## src/rtl/seg_xlat_pkg.sv

```systemverilog
// Shared types for the segment translation unit.
// Assumes: fault codes and access codes are part of the external contract.
package seg_xlat_pkg;

    typedef enum logic [2:0] {
        FLT_NONE    = 3'd0,
        FLT_RANGE   = 3'd1,
        FLT_INVALID = 3'd2,
        FLT_LIMIT   = 3'd3,
        FLT_PERM    = 3'd4
    } flt_e;

    typedef enum logic [1:0] {
        ACC_RD  = 2'd0,
        ACC_WR  = 2'd1,
        ACC_EX  = 2'd2,
        ACC_RSV = 2'd3
    } acc_e;

    localparam int PERM_RD_BIT = 0;
    localparam int PERM_WR_BIT = 1;
    localparam int PERM_EX_BIT = 2;
    localparam int PERM_W      = 3;

endpackage

```

## src/rtl/seg_table.sv

```systemverilog
// Segment table storage plus the in-use length register.
// Does: holds ENTRIES records {valid, perm, limit, base}, written one per
// clock; reads are asynchronous by index. Length writes saturate at ENTRIES.
// Assumes: synchronous active-low reset clears every record and the length.
module seg_table #(
    parameter int ENTRIES = 16,
    parameter int BASE_W  = 24,
    parameter int LIM_W   = 16,
    parameter int IDX_W   = $clog2(ENTRIES),
    parameter int LEN_W   = $clog2(ENTRIES + 1)
) (
    input  logic                             clk,
    input  logic                             rst_n,
    input  logic                             wr_en,
    input  logic [IDX_W-1:0]                 wr_idx,
    input  logic [BASE_W-1:0]                wr_base,
    input  logic [LIM_W-1:0]                 wr_lim,
    input  logic                             wr_vld,
    input  logic [seg_xlat_pkg::PERM_W-1:0]  wr_perm,
    input  logic                             len_we,
    input  logic [LEN_W-1:0]                 len_in,
    input  logic [IDX_W-1:0]                 rd_idx,
    output logic [BASE_W-1:0]                rd_base,
    output logic [LIM_W-1:0]                 rd_lim,
    output logic                             rd_vld,
    output logic [seg_xlat_pkg::PERM_W-1:0]  rd_perm,
    output logic [LEN_W-1:0]                 len_q
);
    import seg_xlat_pkg::*;

    localparam logic [LEN_W-1:0] LEN_MAX = LEN_W'(ENTRIES);

    logic [BASE_W-1:0] base_q [ENTRIES];
    logic [LIM_W-1:0]  lim_q  [ENTRIES];
    logic [PERM_W-1:0] perm_q [ENTRIES];
    logic [ENTRIES-1:0] vld_q;

    // Purpose: store one record on a write strobe, clear all on reset.
    always_ff @(posedge clk) begin
        if (!rst_n) begin
            vld_q <= '0;
            for (int i = 0; i < ENTRIES; i++) begin
                base_q[i] <= '0;
                lim_q[i]  <= '0;
                perm_q[i] <= '0;
            end
        end else if (wr_en) begin
            vld_q[wr_idx]  <= wr_vld;
            base_q[wr_idx] <= wr_base;
            lim_q[wr_idx]  <= wr_lim;
            perm_q[wr_idx] <= wr_perm;
        end
    end

    // Purpose: hold the in-use count, saturated to the table size.
    always_ff @(posedge clk) begin
        if (!rst_n) begin
            len_q <= '0;
        end else if (len_we) begin
            len_q <= (len_in > LEN_MAX) ? LEN_MAX : len_in;
        end
    end

    // Purpose: asynchronous read of the addressed record.
    always_comb begin
        rd_base = base_q[rd_idx];
        rd_lim  = lim_q[rd_idx];
        rd_perm = perm_q[rd_idx];
        rd_vld  = vld_q[rd_idx];
    end


    len_cap_chk: assert property (@(posedge clk) disable iff (!rst_n)
        len_q <= LEN_MAX);


    wr_take_chk: assert property (@(posedge clk) disable iff (!rst_n)
        wr_en |=> (base_q[$past(wr_idx)] == $past(wr_base))
               && (vld_q[$past(wr_idx)] == $past(wr_vld)));

endmodule

```

## src/rtl/seg_check.sv

```systemverilog
// Protection checker: picks the single highest-priority fault.
// Does: range, valid, limit and permission tests in fixed priority order.
// Assumes: the record inputs are those of the looked-up segment and the
// length never exceeds the table size.
module seg_check #(
    parameter int SEG_W = 5,
    parameter int LEN_W = 5,
    parameter int OFF_W = 16,
    parameter int LIM_W = 16
) (
    input  logic [SEG_W-1:0]                 seg,
    input  logic [LEN_W-1:0]                 len,
    input  logic                             vld,
    input  logic [LIM_W-1:0]                 lim,
    input  logic [seg_xlat_pkg::PERM_W-1:0]  perm,
    input  logic [OFF_W-1:0]                 off,
    input  seg_xlat_pkg::acc_e               acc,
    output seg_xlat_pkg::flt_e               flt
);
    import seg_xlat_pkg::*;

    localparam int RW = (SEG_W > LEN_W) ? SEG_W : LEN_W;
    localparam int CW = (OFF_W > LIM_W) ? OFF_W : LIM_W;

    logic in_range;
    logic in_limit;
    logic allowed;

    // Purpose: width-neutral range and limit comparisons.
    always_comb begin
        in_range = RW'(seg) < RW'(len);
        in_limit = CW'(off) < CW'(lim);
    end

    // Purpose: match the access type to its permission bit.
    always_comb begin
        unique case (acc)
            ACC_RD:  allowed = perm[PERM_RD_BIT];
            ACC_WR:  allowed = perm[PERM_WR_BIT];
            ACC_EX:  allowed = perm[PERM_EX_BIT];
            default: allowed = 1'b0;
        endcase
    end

    // Purpose: report only the first failing check in priority order.
    always_comb begin
        if (!in_range)      flt = FLT_RANGE;
        else if (!vld)      flt = FLT_INVALID;
        else if (!in_limit) flt = FLT_LIMIT;
        else if (!allowed)  flt = FLT_PERM;
        else                flt = FLT_NONE;
    end

endmodule

```

## src/rtl/seg_xlat_unit.sv

```systemverilog
// Segment translation top: table lookup, base+offset add, protection
// check and registered result.
// Does: one lookup per cycle, result valid after the next clock edge.
// Assumes: SEG_W >= index width so the low bits index the table; segment
// numbers above the table size are caught by the length check.
module seg_xlat_unit #(
    parameter int ENTRIES = 16,
    parameter int SEG_W   = 5,
    parameter int OFF_W   = 16,
    parameter int BASE_W  = 24,
    parameter int LIM_W   = 16,
    parameter int IDX_W   = $clog2(ENTRIES),
    parameter int LEN_W   = $clog2(ENTRIES + 1)
) (
    input  logic              clk,
    input  logic              rst_n,
    input  logic [SEG_W-1:0]  seg_i,
    input  logic [OFF_W-1:0]  off_i,
    input  logic [1:0]        acc_i,
    input  logic              wr_en_i,
    input  logic [IDX_W-1:0]  wr_idx_i,
    input  logic [BASE_W-1:0] wr_base_i,
    input  logic [LIM_W-1:0]  wr_lim_i,
    input  logic              wr_vld_i,
    input  logic [2:0]        wr_perm_i,
    input  logic              len_we_i,
    input  logic [LEN_W-1:0]  len_i,
    output logic [BASE_W-1:0] pa_o,
    output logic              fault_o,
    output logic [2:0]        fault_code_o
);
    import seg_xlat_pkg::*;

    localparam int RW = (SEG_W > LEN_W) ? SEG_W : LEN_W;
    localparam int CW = (OFF_W > LIM_W) ? OFF_W : LIM_W;

    logic [BASE_W-1:0] rd_base;
    logic [LIM_W-1:0]  rd_lim;
    logic              rd_vld;
    logic [PERM_W-1:0] rd_perm;
    logic [LEN_W-1:0]  tbl_len;
    logic [BASE_W-1:0] sum;
    flt_e              flt;

    seg_table #(
        .ENTRIES (ENTRIES), .BASE_W (BASE_W), .LIM_W (LIM_W),
        .IDX_W (IDX_W), .LEN_W (LEN_W)
    ) u_table (
        .clk     (clk),
        .rst_n   (rst_n),
        .wr_en   (wr_en_i),
        .wr_idx  (wr_idx_i),
        .wr_base (wr_base_i),
        .wr_lim  (wr_lim_i),
        .wr_vld  (wr_vld_i),
        .wr_perm (wr_perm_i),
        .len_we  (len_we_i),
        .len_in  (len_i),
        .rd_idx  (seg_i[IDX_W-1:0]),
        .rd_base (rd_base),
        .rd_lim  (rd_lim),
        .rd_vld  (rd_vld),
        .rd_perm (rd_perm),
        .len_q   (tbl_len)
    );

    seg_check #(
        .SEG_W (SEG_W), .LEN_W (LEN_W), .OFF_W (OFF_W), .LIM_W (LIM_W)
    ) u_check (
        .seg  (seg_i),
        .len  (tbl_len),
        .vld  (rd_vld),
        .lim  (rd_lim),
        .perm (rd_perm),
        .off  (off_i),
        .acc  (acc_e'(acc_i)),
        .flt  (flt)
    );

    // Purpose: relocate the offset by the segment base, wrapping.
    always_comb begin
        sum = rd_base + BASE_W'(off_i);
    end

    // Purpose: register the result; a fault forces the address to zero.
    always_ff @(posedge clk) begin
        if (!rst_n) begin
            pa_o         <= '0;
            fault_o      <= 1'b0;
            fault_code_o <= FLT_NONE;
        end else begin
            pa_o         <= (flt == FLT_NONE) ? sum : '0;
            fault_o      <= (flt != FLT_NONE);
            fault_code_o <= flt;
        end
    end


    range_flt_chk: assert property (@(posedge clk) disable iff (!rst_n)
        (RW'(seg_i) >= RW'(tbl_len)) |=> (fault_code_o == FLT_RANGE));


    invalid_flt_chk: assert property (@(posedge clk) disable iff (!rst_n)
        ((RW'(seg_i) < RW'(tbl_len)) && !rd_vld) |=> (fault_code_o == FLT_INVALID));


    limit_flt_chk: assert property (@(posedge clk) disable iff (!rst_n)
        ((RW'(seg_i) < RW'(tbl_len)) && rd_vld && (CW'(off_i) >= CW'(rd_lim)))
        |=> (fault_code_o == FLT_LIMIT));


    fault_zero_pa_chk: assert property (@(posedge clk) disable iff (!rst_n)
        fault_o |-> (pa_o == '0));


    flag_code_chk: assert property (@(posedge clk) disable iff (!rst_n)
        fault_o == (fault_code_o != FLT_NONE));

endmodule

```

## config.mk

```make
export PLATFORM = sky130hd
export DESIGN_NAME = seg_xlat_unit
export DESIGN_NICKNAME = d
export VERILOG_FILES = /design/src/rtl/seg_xlat_pkg.sv /design/src/rtl/seg_table.sv /design/src/rtl/seg_check.sv /design/src/rtl/seg_xlat_unit.sv
export SDC_FILE = /design/constraint.sdc
export NUM_CORES = 1
export LEC_CHECK = 0
export CORE_UTILIZATION = 50
export CTS_CLUSTER_DIAMETER = 30
export DETAILED_ROUTE_END_ITERATION = 10
export PLACE_DENSITY_LB_ADDON = 0.12
export SLEW_MARGIN = 20
export SYNTH_ARGS = -nofsm -noshare
export SYNTH_HDL_FRONTEND = slang
export SYNTH_SLANG_ARGS = --single-unit
export TNS_END_PERCENT = 1
```

## constraint.sdc

```tcl
create_clock -name clk -period 6.04 [get_ports clk]
set_input_delay 1.812 -clock clk [delete_from_list [all_inputs] [get_ports clk]]
set_output_delay 1.812 -clock clk [all_outputs]
set_load 0.03 [all_outputs]
```

==> reports/metrics.cfg <==
[status]
status = complete, no violations

[global_route]
antenna_found_initial = 8
grt_overflow_total = 0
use_met3_pct = 6.59
top_usage_layer = met2
grt.total_usage_pct = 29.5
grt_max_degree = 45
grt_pass1_vias = 20600
grt_pass1_wl_mm = 140
use_met1_pct = 36.5
grt_use_met2_pct = 49.8

[sta]
rsz0062_at_grt = no
setup_viol = 0
post-route-period-util_pct = 87.1
tightest_slew_ns = 1.15
post-route-min-period_ns = 5.26
max_freq_ghz = 0.190
relSlewSlack_pct = 23.1
report.final.hold_viol_count = 0
whs_ns = 0.470
finalSetupTns_ns = 0
slew_violations = 0
finalClockSkew_ns = 0.0255

[yosys]
async_reset_ff_share_pct = 0
synthFlopType = edfxtp_1
synth_cells = 2164
syn_nets = 2280
ys_top_cells_by_area = edfxtp_1, mux4_2, and2_1, dfxtp_1, clkbuf_1
yosysSeqAreaShare_pct = 64.0
synth_top_area_share_pct = 61.1
synth_edf_count = 688
synth_warnings = 0
synth_cell_types = 57
yosysTopAreaCell = edfxtp_1
synth-seq-cells = 737
postSynthAreaPerCell_sq_um = 15.6
synth_area_sq_um = 33800

[hold_path]
hold_depth = 2
hp-class = register to register
hold_start = u_table.vld_q[6]$_SDFFE_PN0P_
hold_end = u_table.vld_q[6]$_SDFFE_PN0P_

[die]
ios = 108
die_area_sq_um = 68600
initial_utilization_pct = 51.0
die_y_um = 262
core_area_sq_um = 66300
die_w_um = 262
rows = 94

[pwr]
p_sw_w = 0.00341
power_density_nw_per_um2 = 371
clkPwrFrac_pct = 53.6
p_int_w = 0.0120
switching_share_pct = 22.2
leakagePower_nw = 14.8
irDropWorstVdd_v = 0.000275
seq_power_share_pct = 38.8
p_comb_share_pct = 7.6

[drt]
drt_iter0_drc = 2087
vias_per_cell = 5.95
wl_per_cell_um = 29.5
final_antenna_net_count = 0
drc = 0
drt_wl_total_mm = 98.1
first_pass_iters = 5
vias = 19800

[placed_design]
portBuffers = 107
place_congestion = 0.814
hpwl_mm = 53.3
place_area_sq_um = 36400

[clock_network]
path_clk_slew_ns = 0.05
postCtsHoldBufs = 0
cts_tree = done
root_buffer = clkbuf_16
clk_path_buf_depth = 3
clk_latency_ns = 0.72
cts_resized = 0
htree_levels = 4
post-cts-setup-buffers = 0
clock-sinks = 737
cts_made_buffers = 147

[worst_setup_path]
ff2ff_setup_slack_ns = 2.06
critical_path_required_ns = 6.64
ff2ff_path_depth = 13
crit_type = primary input to register
critPathArrivalTime_ns = 5.86
endpoint_kind = register
cp-start-kind = primary input
reg2reg_to = pa_o[22]$_SDFF_PN0_
r2r_start = u_table.base_q[6][0]$_SDFFCE_PN0P_
crit_fanout = 33

[layout]
nNetsFinal = 2450
synthToLayoutAreaGrowth_pct = 22.5
final_core_util_pct = 62.4
drive_gt1_share_pct = 23.2
final_area_sq_um = 41400

[flow_run]
maxCapViolCount = 0

==> power by group through the flow <==
stage               sequential [W]  combinational [W]  clock [W]
floorplan                  0.00604           0.000710          0
global placement           0.00604            0.00115          0
detailed placement         0.00605            0.00117          0
CTS                        0.00596            0.00117    0.00830
global route               0.00598            0.00123    0.00854
finish                     0.00596            0.00117    0.00823
==> registers in the layout, indices dropped and copies added (netlist names) <==
name and cells:
u_table.base_q 384, u_table.lim_q 256, u_table.perm_q 48, pa_o 24, u_table.vld_q 16, u_table.len_q 5
fault_code_o 3, fault_o 1
==> cells in the mapped netlist, types with 3 or more instances <==
cell type,number
and2_1,693
edfxtp_1,688
mux4_2,206
clkbuf_1,127
nor2_1,54
dfxtp_1,49
o21ai_0,42
inv_1,40
ha_1,35
nand2_1,31
a21oi_1,19
buf_2,19
a21o_1,12
nor2b_1,11
nand3_1,10
nor3_1,9
xnor2_1,9
xor2_1,9
mux2_2,8
buf_1,7
mux4_1,7
nand2b_1,7
a211oi_1,6
buf_6,6
mux2i_1,6
nand4_1,4
or2_2,4
a31oi_1,3
buf_8,3
or3_1,3
==> cell type report <==
class / instances / area (sq um)
Fill cell: 4806 / 24900
Sequential cell: 737 / 21600
Multi-Input combinational cell: 1221 / 11600
Clock buffer: 173 / 3890
Timing Repair Buffer: 186 / 1900
Clock inverter: 94 / 1150
Tap cell: 864 / 1080
Inverter: 41 / 155
Antenna cell: 4 / 10.0
==> stage by stage <==
stage	std cells	setup slack (ns)	power, W
3_3_place_gp	3049	0.0779	0.00719
5_1_grt	3318	0.454	0.0158
6_report	3320	0.782	0.0154
3_5_place_dp	3049	0.0526	0.00722
2_1_floorplan	2164	0.0000839	0.00675
4_1_cts	3316	0.777	0.0154
==> cells in the final DEF (no fill, tap or decap), drive strengths merged, types with 3 or more instances in the layout <==
cell type / netlist / routed
xnor2: 9 / 9
edfxtp: 688 / 688
o21ai: 42 / 42
mux2: 8 / 8
nand4: 4 / 4
inv: 40 / 52
a21oi: 20 / 20
nand3: 10 / 10
nor2b: 11 / 11
mux2i: 6 / 6
clkinv: 1 / 55
dfxtp: 49 / 49
a31oi: 3 / 3
a21o: 12 / 12
xor2: 9 / 9
ha: 35 / 35
nor3: 9 / 9
nand2: 31 / 31
or3: 3 / 3
or2: 4 / 4
diode: 0 / 4
clkbuf: 128 / 173
nand2b: 7 / 7
mux4: 213 / 213
nor2: 54 / 54
clkdlybuf4s50: 0 / 103
clkinvlp: 0 / 5
bufinv: 0 / 23
buf: 37 / 83
and2: 693 / 693
a211oi: 6 / 6
==> layer usage <==
layer / routed length, um / vias up
li1: - / 8389
met1: 36900 / 10200
met2: 49400 / 972
met3: 8240 / 220
met4: 3480 / 4
met5: 25 / -
==> cells by family (layout without fill, tap and decap cells) <==
logic type                 count (synthesis)  in the layout  share of synthesized area [%]
and+or+nand+nor                          839            839                           15.0
DFF                                      737            737                           64.0
muxes                                    227            227                           14.7
buffers and inverters                    206            494                           2.62
AOI/OAI and AO/OA                        101            101                           1.86
adders and majority gates                 36             36                           1.35
xor gates and xnor gates                  18             18                          0.466
other                                      0              4                              0
==> worst max-delay path, stage by stage <==
cell	delay [ns]
buf_8	0.34
buf_12	0.29
mux4_2	0.53
mux4_2	0.49
ha_1	0.35
o21ai_0	0.24
o21ai_0	0.16
a2111oi_1	0.40
buf_4	0.19
nor3_1	0.08
or4_1	0.48
a21oi_1	0.18
xor2_1	0.20
nor2_1	0.07
==> how the worst max path moves through the flow <==
stage	from	end	slack, ns	cells after the start
after floorplan	seg_i[0]	pa_o[15]$_SDFF_PN0_	0.00008	16
final	seg_i[0]	pa_o[15]$_SDFF_PN0_	0.78	14
after global routing	seg_i[0]	pa_o[15]$_SDFF_PN0_	0.45	14
after detailed placement	seg_i[0]	pa_o[15]$_SDFF_PN0_	0.05	14
after CTS	seg_i[0]	pa_o[15]$_SDFF_PN0_	0.78	14
after global placement	seg_i[0]	pa_o[15]$_SDFF_PN0_	0.08	14
Note: power is estimated with default switching activity, not from simulation.
